==> src/rtl/adc_ctrl_pkg.sv <==
// Shared register selects and control/status bit positions for the
// conversion controller. Assumes an 8-bit bus and one address bit.
package adc_ctrl_pkg;
    localparam int DATA_W = 8;

    typedef enum logic {
        SEL_RESULT = 1'b0,
        SEL_CTRL   = 1'b1
    } reg_sel_e;

    localparam int BIT_IE    = 7;
    localparam int BIT_EOC   = 6;
    localparam int BIT_START = 5;
    localparam int BIT_PWR   = 4;
    localparam int BIT_OSC   = 2;

    // bits kept in the control image (everything except eoc and start)
    localparam logic [DATA_W-1:0] STORE_MASK = 8'b1001_1111;
    // bits visible on read from the stored image
    localparam logic [DATA_W-1:0] READ_MASK  = 8'b1001_0100;
endpackage

==> src/rtl/adc_ctl_reg.sv <==
// Control/status register. Holds the writable image and the
// end-of-conversion flag, and decodes start and abort requests from a
// write. Assumes wr_ctrl lasts one cycle per write and that the
// sequencer never reports done in a cycle with start or abort.
module adc_ctl_reg
    import adc_ctrl_pkg::*;
(
    input  logic              clk,
    input  logic              rst_n,
    input  logic              wr_ctrl,
    input  logic [DATA_W-1:0] wdata,
    input  logic              conv_done,
    output logic [DATA_W-1:0] img,
    output logic              eoc,
    output logic              start_go,
    output logic              abort
);
    logic [DATA_W-1:0] img_q;
    logic              eoc_q;

    // accepted start needs the power bit set in the same write
    assign start_go = wr_ctrl & wdata[BIT_START] & wdata[BIT_PWR];
    assign abort    = wr_ctrl & ~wdata[BIT_PWR];

    // stored image of the writable bits
    always_ff @(posedge clk) begin
        if (!rst_n) begin
            img_q <= '0;
        end else if (wr_ctrl) begin
            img_q <= wdata & STORE_MASK;
        end
    end

    // end-of-conversion: cleared by a start, set by the sequencer
    always_ff @(posedge clk) begin
        if (!rst_n) begin
            eoc_q <= 1'b1;
        end else if (start_go) begin
            eoc_q <= 1'b0;
        end else if (conv_done) begin
            eoc_q <= 1'b1;
        end
    end

    assign img = img_q;
    assign eoc = eoc_q;
endmodule

==> src/rtl/adc_sar_seq.sv <==
// Successive-approximation sequencer. Walks RES_W trial bits MSB first,
// spending STEP_CYCLES clocks on each. It keeps a bit when cmp_ge is high
// on the last clock of its step. A start takes priority over an abort,
// and both over a completion.
module adc_sar_seq #(
    parameter int RES_W       = 8,
    parameter int STEP_CYCLES = 2
) (
    input  logic             clk,
    input  logic             rst_n,
    input  logic             go,
    input  logic             abort,
    input  logic             cmp_ge,
    output logic             busy,
    output logic             done,
    output logic [RES_W-1:0] dac_code,
    output logic [RES_W-1:0] result
);
    localparam int IDX_W = (RES_W > 1) ? $clog2(RES_W) : 1;
    localparam int DIV_W = (STEP_CYCLES > 1) ? $clog2(STEP_CYCLES) : 1;
    localparam logic [DIV_W-1:0] DIV_LAST = DIV_W'(STEP_CYCLES - 1);
    localparam logic [IDX_W-1:0] IDX_TOP  = IDX_W'(RES_W - 1);

    logic             busy_q;
    logic [IDX_W-1:0] idx_q;
    logic [DIV_W-1:0] div_q;
    logic [RES_W-1:0] acc_q;
    logic [RES_W-1:0] res_q;
    logic [RES_W-1:0] trial;
    logic             step_end;
    logic             last_step;

    assign trial     = acc_q | (RES_W'(1) << idx_q);
    assign step_end  = busy_q && (div_q == DIV_LAST);
    assign last_step = step_end && (idx_q == '0);
    assign done      = last_step && !go && !abort;

    // search state: restart, abort, or advance one clock of a step
    always_ff @(posedge clk) begin
        if (!rst_n) begin
            busy_q <= 1'b0;
            idx_q  <= '0;
            div_q  <= '0;
            acc_q  <= '0;
        end else if (go) begin
            busy_q <= 1'b1;
            idx_q  <= IDX_TOP;
            div_q  <= '0;
            acc_q  <= '0;
        end else if (abort) begin
            busy_q <= 1'b0;
            div_q  <= '0;
            acc_q  <= '0;
        end else if (step_end) begin
            div_q <= '0;
            if (cmp_ge) begin
                acc_q <= trial;
            end
            if (idx_q == '0) begin
                busy_q <= 1'b0;
            end else begin
                idx_q <= idx_q - IDX_W'(1);
            end
        end else if (busy_q) begin
            div_q <= div_q + DIV_W'(1);
        end
    end

    // result register: loaded only on a completing step
    always_ff @(posedge clk) begin
        if (!rst_n) begin
            res_q <= '0;
        end else if (done) begin
            res_q <= cmp_ge ? trial : acc_q;
        end
    end

    assign busy     = busy_q;
    assign dac_code = busy_q ? trial : '0;
    assign result   = res_q;
endmodule

==> src/rtl/adc_rd_mux.sv <==
// Read-data multiplexer. Places the end-of-conversion flag into the
// masked control image, or returns the result, by register select.
module adc_rd_mux
    import adc_ctrl_pkg::*;
(
    input  logic              sel,
    input  logic [DATA_W-1:0] img,
    input  logic              eoc,
    input  logic [DATA_W-1:0] result,
    output logic [DATA_W-1:0] rdata
);
    logic [DATA_W-1:0] ctrl_view;

    // control view: visible stored bits plus the live flag
    always_comb begin
        ctrl_view          = img & READ_MASK;
        ctrl_view[BIT_EOC] = eoc;
    end

    // register select
    always_comb begin
        if (reg_sel_e'(sel) == SEL_CTRL) begin
            rdata = ctrl_view;
        end else begin
            rdata = result;
        end
    end
endmodule

==> src/rtl/adc_ctrl.sv <==
// Top of the conversion controller: register file, sequencer and read
// path. Assumes single-cycle write strobes and a comparator answer that
// is valid in the same cycle as dac_code.
module adc_ctrl
    import adc_ctrl_pkg::*;
#(
    parameter int STEP_CYCLES = 2
) (
    input  logic              clk,
    input  logic              rst_n,
    input  logic              bus_addr,
    input  logic              bus_we,
    input  logic [DATA_W-1:0] bus_wdata,
    output logic [DATA_W-1:0] bus_rdata,
    input  logic              cmp_ge,
    output logic [DATA_W-1:0] dac_code,
    output logic              irq,
    output logic              osc_off
);
    logic              wr_ctrl;
    logic [DATA_W-1:0] img_w;
    logic              eoc_w;
    logic              pwr_w;
    logic              start_go;
    logic              abort;
    logic              seq_busy;
    logic              seq_done;
    logic [DATA_W-1:0] result_w;

    assign wr_ctrl = bus_we && (reg_sel_e'(bus_addr) == SEL_CTRL);

    adc_ctl_reg u_reg (
        .clk      (clk),
        .rst_n    (rst_n),
        .wr_ctrl  (wr_ctrl),
        .wdata    (bus_wdata),
        .conv_done(seq_done),
        .img      (img_w),
        .eoc      (eoc_w),
        .start_go (start_go),
        .abort    (abort)
    );

    adc_sar_seq #(
        .RES_W      (DATA_W),
        .STEP_CYCLES(STEP_CYCLES)
    ) u_seq (
        .clk     (clk),
        .rst_n   (rst_n),
        .go      (start_go),
        .abort   (abort),
        .cmp_ge  (cmp_ge),
        .busy    (seq_busy),
        .done    (seq_done),
        .dac_code(dac_code),
        .result  (result_w)
    );

    adc_rd_mux u_rd (
        .sel   (bus_addr),
        .img   (img_w),
        .eoc   (eoc_w),
        .result(result_w),
        .rdata (bus_rdata)
    );

    assign pwr_w   = img_w[BIT_PWR];
    assign irq     = img_w[BIT_IE] & eoc_w;
    assign osc_off = img_w[BIT_OSC];
endmodule

==> config.mk <==
export PLATFORM = sky130hd
export DESIGN_NAME = adc_ctrl
export DESIGN_NICKNAME = d
export VERILOG_FILES = /design/src/rtl/adc_ctrl_pkg.sv /design/src/rtl/adc_ctl_reg.sv /design/src/rtl/adc_sar_seq.sv /design/src/rtl/adc_rd_mux.sv /design/src/rtl/adc_ctrl.sv
export SDC_FILE = /design/constraint.sdc
export NUM_CORES = 1
export LEC_CHECK = 0
export BUFFER_PORTS_ARGS = -buffer_cell sky130_fd_sc_hd__buf_2
export CORE_AREA = 3 3 55 57
export DETAILED_ROUTE_END_ITERATION = 8
export DIE_AREA = 0 0 58 60
export PLACE_DENSITY = 0.76
export SKIP_CTS_REPAIR_TIMING = 1
export SLEW_MARGIN = 5
export SYNTH_ARGS = -nofsm -noshare
export SYNTH_HDL_FRONTEND = slang
export SYNTH_SLANG_ARGS = --single-unit
==> constraint.sdc <==
create_clock -name clk -period 1.7 [get_ports clk]
set_clock_uncertainty 0.15 [all_clocks]
set_input_delay 0 -clock clk [delete_from_list [all_inputs] [get_ports clk]]
set_output_delay 0 -clock clk [all_outputs]
set_load 0.02 [all_outputs]
# ---- Yosys cells after proc, flatten, opt, wreduce, memory -nomap -nowiden
# Cells that the tools add are included.
dict set report totals {
  ff_bits 28
  in_bits 13
  elab_cells 48
}
dict set report op_classes {
  add_sub_neg 2
  eq_ne 2
  shift 1
  muxes 13
  n_bitwise 7
  reduce_logical 16
}
# op n
set ops {}
lappend ops {{$mux W8} 3}
lappend ops {{$mux W3} 4}
lappend ops {{$or A8 B8 Y8} 1}
lappend ops {{$shl A1 B3 Y8 const A} 1}
lappend ops {{$mux W1} 6}
lappend ops {{$reduce_bool A3 Y1} 2}
lappend ops {{$logic_and A1 B1 Y1} 5}
lappend ops {{$and A1 B1 Y1} 4}
lappend ops {{$ne A2 B1 Y1 const B} 2}
lappend ops {{$reduce_bool A2 Y1} 2}
lappend ops {{$reduce_or A4 Y1} 1}
lappend ops {{$logic_not A3 Y1} 1}
lappend ops {{$reduce_and A3 Y1} 1}
lappend ops {{$reduce_or A3 Y1} 1}
lappend ops {{$sub A3 B1 Y3 const B} 1}
lappend ops {{$logic_not A1 Y1} 2}
lappend ops {{$not A1 Y1} 2}
lappend ops {{$reduce_and A2 Y1} 1}
lappend ops {{$add A1 B1 Y1 const B} 1}

# ---- Longest topological paths before layout
# Gate-level depths: netlist (run 1).
dict set report logic_depth {
  ltp_word 8
  depth_mapped 5
  ltp_nobuf 5
}

# ---- Modules after synthesis
# A second synthesis (run 1) with hierarchy kept.
dict set report hier_totals {
  hier_cells 153
  area_unflattened_um2 1450.1
}
# mod instances cells_per_inst area_per_inst_um2 seq_area_each_um2
set by_module_without_submodules {}
lappend by_module_without_submodules {adc_sar_seq 1 115 1033.5 420.4}
lappend by_module_without_submodules {adc_ctl_reg 1 27 297.8 140.1}
lappend by_module_without_submodules {adc_rd_mux 1 9 106.4 0.0}
lappend by_module_without_submodules {adc_ctrl 1 2 12.5 0.0}

# ---- Least setup slack after synthesis (run 1)
# No wires, ideal clock.
dict set report synth_timing {
  kind {register to register}
  start {register u_seq.idx_q[0]}
  end {register u_seq.res_q[0] (netlist: u_seq.result[0])}
  setup_ns 0.122
  arrival_time_ns 1.204
  setup_slack_ns 0.224
  stages_incl_launch_ff 6
  synth_period_minus_slack_ns 1.476
  path_cell_list {dfxtp_1 -> inv_1 -> ha_1 -> and4b_1 -> nand3_4 -> mux2i_1}
}
dict set report synth_between {
  elab_chain_cells 4
}
# item line
set synth_lines {}
lappend synth_lines {{start, declared} adc_sar_seq.sv:25} ;# logic [IDX_W-1:0] idx_q;
lappend synth_lines {{start signal, assigned} adc_sar_seq.sv:62} ;# idx_q <= idx_q - IDX_W'(1);
lappend synth_lines {{$logic_not A3 Y1} adc_sar_seq.sv:35} ;# assign last_step = step_end && (idx_q == '0);
lappend synth_lines {{$logic_and A1 B1 Y1} adc_sar_seq.sv:35}
lappend synth_lines {{$logic_and A1 B1 Y1 (2 in a row)} adc_sar_seq.sv:36} ;# assign done = last_step && !go && !abort;
lappend synth_lines {{end signal, assigned} adc_sar_seq.sv:74} ;# res_q <= cmp_ge ? trial : acc_q;
lappend synth_lines {{end, declared} adc_sar_seq.sv:28} ;# logic [RES_W-1:0] res_q;
# Parallel ways exist; a longest one is shown, timed or not.
# A chain may end at the register's enable or synchronous reset.

# ---- Worst setup path in the final report (run 1)
dict set report layout_timing {
  start {register u_seq.idx_q[0]}
  end {output port dac_code[2]}
}
dict set report layout_between {
  elab_chain_cells 3
}
# item line
set layout_lines {}
lappend layout_lines {{$shl A1 B3 Y8} adc_sar_seq.sv:33} ;# assign trial = acc_q | (RES_W'(1) << idx_q);
lappend layout_lines {{$or A8 B8 Y8} adc_sar_seq.sv:33}
lappend layout_lines {{$mux W8} adc_sar_seq.sv:79} ;# assign dac_code = busy_q ? trial : '0;
lappend layout_lines {{end, declared} adc_ctrl.sv:16} ;# output logic [DATA_W-1:0] dac_code,
# No other way between the ends.

==> results of run 1 <==
-- power by group --
| part | internal, mW | total, mW | switching [mW] |
|---|---|---|---|
| logic | 0.0612 | 0.141 | 0.0796 |
| clock network | 0.0898 | 0.277 | 0.188 |
| registers | 0.595 | 0.603 | 0.00778 |
| total | 0.746 | 1.02 | 0.275 |
-- cells in the mapped netlist (2+ instances only) --
master / n
a311oi_1: 3
and4b_1: 2
dfxtp_1: 25
and3b_1: 4
a21oi_1: 17
o21ai_1: 4
and4_1: 3
ha_1: 5
o21a_1: 3
mux2_2: 4
mux2i_1: 8
and2_1: 2
inv_1: 4
clkbuf_1: 4
and3_1: 5
nand2_1: 12
nand3_1: 3
buf_4: 2
o21ai_0: 5
nor2_1: 9
nor2b_1: 12
-- metal layers --
layer	vias up	track usage, %
met4	0	5.30
met1	525	22.4
met3	6	3.02
li1	611	-
met5	-	0
met2	37	31.1
-- flip-flops by register name, summed over array words and instances, names as in the netlist --
signal        cells
u_seq.acc_q       8
u_reg.img         3
u_seq.div_q       1
u_seq.result      8
u_reg.eoc         1
u_seq.idx_q       3
u_seq.busy        1
-- final cells by class --
cell class                      count  area, sq um
Clock buffer                        3         22.5
Clock inverter                      1         7.51
Fill cell                         224          852
Inverter                            4         15.0
Multi-Input combinational cell    114          828
Sequential cell                    25          503
Tap cell                           30         37.5
Timing Repair Buffer               39          256
-- worst max-delay path, cell delays in order (launching register included) --
cell and delay, ns:
dfxtp_2 0.36, inv_2 0.05, buf_6 0.13, ha_4 0.17, nor2b_1 0.12, o21a_1 0.17, buf_4 0.15
-- final timing paths --
| kind | from | end | slack [ns] | depth (start not counted) |
|---|---|---|---|---|
| max | u_seq.idx_q[0] | dac_code[2] | 0.08 | 6 |
| min | cmp_ge | u_seq.result[1] | 0.04 | 4 |
| max reg2reg | u_seq.idx_q[1] | u_seq.result[2] | 0.18 | 5 |
| min reg2reg | u_seq.result[1] | u_seq.result[1] | 0.32 | 2 |
-- kinds of logic after synthesis --
family | count (synthesis)
AOI/OAI and AO/OA | 38
xor gates and xnor gates | 1
adders and majority gates | 5
buffers and inverters | 12
DFF | 25
muxes | 12
and+or+nand+nor | 58
-- stage by stage --
step                std cells  TNS [ns]
floorplan                 151         0
global placement          202         0
detailed placement        202         0
CTS                       206    -0.219
global route              216         0
finish                    216         0
==> impl_metrics.ini, run 1 <==
[cells_and_area]
fin_area_sq_mm = 0.00167
nNetsFinal = 205
diodes = 0
layout_commonest_cell = buf_2
final_cell_mix = 25 x buf_2, 23 x dfxtp_1, 17 x a21oi_1
area_growth_pct = 23.6
drive_gt1_share_pct = 28.5
fin_util_pct = 66.2

[clocking]
htreeDepth = 1
cts_made_buffers = 3
clock_tree.root_cell = clkbuf_4
clock_latency_ns = 0.32
cts_tree = built
clk_path_buf_depth = 2
clk_pin_slew_ns = 0.15
clock_sinks = 25

[routing]
dr_wl_met2_microns = 1560
met1_length_microns = 1410
dr.max_layer_used = met4
antenna_left = 0
drc = 0
met3_length_microns = 180
via_count = 1179
drt_pass1_iterations = 4
routed_via_density = 5.46
drt_iter0_markers = 58
wire_per_inst_microns = 14.7
routed_wl_microns = 3180

[logic_synthesis]
ys_seq_area_share_pct = 37.0
synth_area_leaders = dfxtp_1 37%, a21oi_1 6.3%, mux2i_1 5.9%
synth.top_cell.area_share_pct = 37.0
synth_compound_area_share_pct = 17.0
synth_top_family_by_area = simple AND/OR/NAND/NOR gates
synth_ff_type = dfxtp_1
synth-xor-area-share_pct = 0.648
syn_area_sq_mm = 0.00135
synth-async-reset-ratio_pct = 0
yosys.area_share.adder_pct = 4.63
synth_area_leader_cell = dfxtp_1
ys_types = 36
synth_mux_area_share_pct = 9.26
ys_ff_latch = 25
synth.net_count = 169
synth-edff-count = 0
synth_area_per_cell_sq_um = 8.95
synthSimpleGateAreaFrac_pct = 27.3
netlist_instances = 151
yosysWarnings = 0

[sta]
hold_viol_final = 0
timing.final.ws_setup_ns = 0.0810
slew_violations = 0
setup_viol = 0
fmax_mhz = 618
rsz0062_at_grt = false
maxSlewHeadroom_pct = 71.7
min_period_over_period_pct = 95.2
period_minus_slack_ns = 1.62
holdWs_ns = 0.0400
tightest_slew_ns = 0.425

[status]
status = finished clean

[grt]
grt_pass1_wl_microns = 4910
grt_max_degree = 22
grt_pass1_vias = 1144
antenna_found_initial = 0
overflow = 0
grt_usage_pct = 17.8

[floorplan]
core.rowCount = 18
die_x_microns = 58
dieArea_sq_mm = 0.00348
ioPinCount = 31
die_y_microns = 60
fp.coreArea_sq_mm = 0.00252
start_util_pct = 53.6

[critical_path]
critPathKind = flop to output pin
worstPathMaxFanout = 6
startpoint_type = flop
cp-end-kind = output pin
worstPathArrival_ns = 1.47
cp.required_ns = 1.55

[power_and_ir_drop]
p_per_area_mw_per_mm2 = 611
peakVddDrop_v = 0.000389
p_leak_nw = 0.750
power_mw = 1.02

[placed_design]
dp_hpwl_microns = 2140
portBuffers = 26
dpl-instance-area_sq_mm = 0.00150
dp_slack_ns = 0.0849
gp_congestion = 0.823

[flow_run]
drv_cap = 0

[worst_hold_path]
hold_path_class = input pin to flop
(Power assumes the default switching activity.)
==> run 2, diff against run 1 <==
--- a/config.mk
+++ b/config.mk
@@ -10,6 +10,7 @@
 export DETAILED_ROUTE_END_ITERATION = 8
 export DIE_AREA = 0 0 58 60
 export PLACE_DENSITY = 0.76
+export REMOVE_ABC_BUFFERS = 1
 export SKIP_CTS_REPAIR_TIMING = 1
 export SLEW_MARGIN = 5
 export SYNTH_ARGS = -nofsm -noshare
==> run 2 against run 1 <==
Compared with the run above: critical path depth is the same; combinational power rose by 3%; worst setup slack lost 0.027 ns; design area grew 2.5%; routed wire length increased by 1.4%; global-route usage up 0.091 points; first-iteration DRC count rose by 1.7%; sequential share of layout area decreased by 0.67 points; register-to-register slack lost 0.02 ns; sequential cell count stayed put; largest power group unchanged.
==> impl_metrics.ini, run 2 (same netlist as run 1, synthesis figures left out) <==
[grt]
grt.busiest_layer = met2
grt_usage_pct = 17.9
overflow = 0
grt_pass1_wl_microns = 4790
grt_pass1_vias = 1104
grt_max_degree = 22
gr-usage-met2_pct = 30.3
met1_usage_pct = 21.3
use_met3_pct = 3.89
antenna_found_initial = 0

[floorplan]
fp.coreArea_sq_mm = 0.00252
dieArea_sq_mm = 0.00348
core.rowCount = 18
ioPinCount = 31
start_util_pct = 53.6
die_y_microns = 60
die_x_microns = 58

[critical_path]
crit_chain = inv_2 > buf_6 > ha_4 > nor2b_4 > o21a_1 > buf_6
startpoint_type = flop
worstPathArrival_ns = 1.50
cp.required_ns = 1.55
max_stage_delay_ns = 0.38
path_buf_inv = 3
cp-end-kind = output pin
cp_common_cell = buf_6
worstPathMaxFanout = 6
cpLargestDelayFamily = flip-flops
slowest_stage = dfxtp_2
critPathKind = flop to output pin

[sta]
setup_viol = 0
slew_violations = 0
tightest_slew_ns = 0.405
period_minus_slack_ns = 1.65
min_period_over_period_pct = 96.8
maxSlewHeadroom_pct = 73.0
fin_setup_tns_ns = 0
fmax_mhz = 608
hold_viol_final = 0

[routing]
routed_wl_microns = 3220
via_count = 1209
drc = 0
drt_pass1_iterations = 4
antenna_left = 0
wire_per_inst_microns = 14.7
drt_iter0_markers = 59
routed_via_density = 5.52

[clocking]
htreeDepth = 1
clk_path_buf_depth = 2
cts_made_buffers = 3
clock_sinks = 25
clock_tree.root_cell = clkbuf_4
clk_pin_slew_ns = 0.14
clock_latency_ns = 0.33
cts_tree = built

[power_and_ir_drop]
p_per_area_mw_per_mm2 = 598
peakVddDrop_v = 0.000567
p_leak_nw = 0.771

[cells_and_area]
nNetsFinal = 208
fin_area_sq_mm = 0.00171
layout_commonest_cell = buf_2
diodes = 0
final_cell_mix = 25 x buf_2, 22 x dfxtp_1, 17 x a21oi_1
area_growth_pct = 26.8
drive_gt1_share_pct = 30.7

[worst_hold_path]
hold_path_class = input pin to flop

[placed_design]
dpl-instance-area_sq_mm = 0.00150
gp_congestion = 0.841
dp_hpwl_microns = 2180
portBuffers = 26

[flow_run]
drv_cap = 0

[status]
status = finished clean
## run 2: area by class of cell
type	count	area (sq um)
multi-input cells	114	846
fillers	214	810
flip-flops and latches	25	504
repair buffers	42	283
well taps	30	37.5
clock buffers	3	22.5
inverters	4	15.0
clock inverters	1	5.00
## run 2: worst paths after layout
path,startpoint,endpoint,slack (ns),cells after the start
hold / removal,bus_we,u_reg.img[4],0.0005,4
setup reg to reg,u_seq.idx_q[1],u_seq.result[2],0.16,5
setup / recovery,u_seq.idx_q[0],dac_code[2],0.05,6
hold reg to reg,u_seq.result[0],u_seq.result[0],0.32,2
## run 2: power by group
group | switching [mW] | leakage, nW | internal, mW
sequential | 0.00939 | 0.203 | 0.595
combinational | 0.0803 | 0.549 | 0.0646
clock | 0.187 | 0.0177 | 0.0886
## run 2: tightest hold or removal path, stage by stage
cell	delay, ns
buf_2	0.17
nand2_1	0.14
nand2_1	0.09
a21oi_1	0.05
## run 2: routing by layer
metal	wire length, microns	vias up
met5	0	-
met4	41	0
met3	142	5
met2	1570	29
met1	1470	564
li1	-	611
## run 2: metrics by stage
step,setup WS (ns),hold slack [ns],util (%),cells,power [mW]
after floorplan,0.224,-0.0738,-,143,0.677
after global placement,0.139,0.105,59.5,202,0.726
after detailed placement,0.0738,0.115,59.5,202,0.730
after CTS,-0.121,-0.254,60.6,206,0.998
after global routing,-0.00622,0.0458,67.9,219,1.06
final,0.0542,0.000450,67.9,219,1.02
==> run 3, diff against run 2 <==
--- a/config.mk
+++ b/config.mk
@@ -6,10 +6,9 @@
 export NUM_CORES = 1
 export LEC_CHECK = 0
 export BUFFER_PORTS_ARGS = -buffer_cell sky130_fd_sc_hd__buf_2
-export CORE_AREA = 3 3 55 57
+export CORE_AREA = 3 3 63 65
 export DETAILED_ROUTE_END_ITERATION = 8
-export DIE_AREA = 0 0 58 60
-export PLACE_DENSITY = 0.76
+export DIE_AREA = 0 0 66 68
 export REMOVE_ABC_BUFFERS = 1
 export SKIP_CTS_REPAIR_TIMING = 1
 export SLEW_MARGIN = 5
==> run 3 against run 2 <==
Compared with the run above: the flow now finishes with violations (negative hold slack); register-to-register slack got worse by 0.03 ns; non-clock buffer count down 1; core utilization fell by 18 points; die area increased by 29%; largest cell class unchanged; sequential cell count unchanged; routed wire length shrank 1.1%; highest routed layer unchanged.
==> impl_metrics.ini, run 3 (same netlist as run 1, synthesis figures left out) <==
[status]
status = finished with violations
violations = negative hold slack

[critical_path]
startpoint = u_seq.idx_q[0]
slowest_stage = dfxtp_2
worstPathMaxFanout = 6
worstPathArrival_ns = 1.52
critPathKind = flop to output pin
startpoint_type = flop
cp-end-kind = output pin
max_stage_delay_ns = 0.37
cp.required_ns = 1.55
crit_chain = inv_1 > buf_4 > ha_4 > nor2b_1 > o21a_1 > buf_2
worst_r2r_startpoint = u_seq.idx_q[1]

[cells_and_area]
finalNonFillerCells = 234
diodes = 0
fill_cells = 345
drive_gt1_share_pct = 26.1
final_cell_mix = 26 x buf_2, 24 x dfxtp_1, 17 x a21oi_1
nNetsFinal = 207
area_growth_pct = 24.9
layout_commonest_cell = buf_2
fin_area_sq_mm = 0.00169

[sta]
hold_viol_final = 1
setup_viol = 0
tightest_slew_ns = 0.425
period_minus_slack_ns = 1.67
rsz0062_at_grt = true
min_period_over_period_pct = 98.1
timing.final.ws_setup_ns = 0.0318
maxSlewHeadroom_pct = 71.7
slew_violations = 0
holdWs_ns = -0.0106
fmax_mhz = 599

[floorplan]
die_x_microns = 66
ioPinCount = 31
core.rowCount = 21
fp.coreArea_sq_mm = 0.00339
start_util_pct = 39.9
die_y_microns = 68
dieArea_sq_mm = 0.00449

[routing]
routed_wl_microns = 3190
routed_via_density = 5.13
antenna_left = 0
wire_per_inst_microns = 13.6
drt_iter0_markers = 58
via_count = 1200
drc = 0
drt_pass1_iterations = 4

[clocking]
clock_latency_ns = 0.32
clock_tree.root_cell = clkbuf_4
clk_path_buf_depth = 2
clock_sinks = 25
clk_pin_slew_ns = 0.14
cts_tree = built
htreeDepth = 1
cts_made_buffers = 3

[power_and_ir_drop]
p_per_area_mw_per_mm2 = 601
peakVddDrop_v = 0.000449
p_leak_nw = 0.759
seqPwrFrac_pct = 59.3
p_int_mw = 0.748
combPwrFrac_pct = 13.9
p_sw_mw = 0.266
p_sw_share_pct = 26.3
clockPowerShare_pct = 26.8

[worst_hold_path]
hold_path_class = input pin to flop
hp-start = bus_addr

[placed_design]
dp_cells = 220
gp_congestion = 0.777
dpl-instance-area_sq_mm = 0.00154
portBuffers = 26
dp_slack_ns = 0.126
dp_hpwl_microns = 2300

[grt]
grt_pass1_wl_microns = 5200
grt_max_degree = 22
overflow = 0
grt_pass1_vias = 1095
grt_usage_pct = 15.0
antenna_found_initial = 0

[flow_run]
drv_cap = 0
run 3: final cells by class:
cell class	count	area (sq um)	area share (%)
sequential	25	502	29.7
multi-input combinational	114	820	48.6
timing repair buffer	41	268	15.9
tap	46	57.6	3.41
clock buffer	4	26.3	1.56
inverter	4	15.0	0.890
run 3: critical path: cells and delay by family (launching register included):
kind | cells | cell delay, ns
DFF | 1 | 0.37
buffers and inverters | 3 | 0.35
AOI/OAI and AO/OA | 1 | 0.17
and+or+nand+nor | 1 | 0.13
adders and majority gates | 1 | 0.17
run 3: routing by layer:
layer | part of all wire, % | vias to the layer above | GRT usage, %
li1 | - | 613 | -
met1 | 48 | 557 | 19.6
met2 | 47 | 26 | 24.5
met3 | 3.7 | 4 | 2.63
met4 | 0.94 | 0 | 6.09
met5 | 0 | - | 0
run 3: path summary, 6_finish.rpt:
| check | depth (start not counted) | end | slack [ns] |
|---|---|---|---|
| hold / removal | 3 | u_seq.idx_q[1] | -0.01 |
| setup reg to reg | 5 | u_seq.result[7] | 0.13 |
| setup / recovery | 6 | dac_code[2] | 0.03 |
| hold reg to reg | 2 | u_seq.result[5] | 0.32 |
run 3: metrics by stage:
stage          power [mW]  utilization [%]  setup TNS (ns)
2_1_floorplan       0.677                -               0
3_3_place_gp        0.731             45.3               0
3_5_place_dp        0.734             45.3               0
4_1_cts             0.998             46.1          -0.109
5_1_grt              1.07             49.8          -0.106
6_report             1.01             49.8               0
run 3: power by group through the flow:
stage	clock network, mW	logic [mW]	registers, mW
2_1_floorplan	0	0.0608	0.616
3_3_place_gp	0	0.117	0.614
3_5_place_dp	0	0.119	0.615
4_1_cts	0.277	0.120	0.602
5_1_grt	0.315	0.154	0.604
6_report	0.272	0.141	0.602
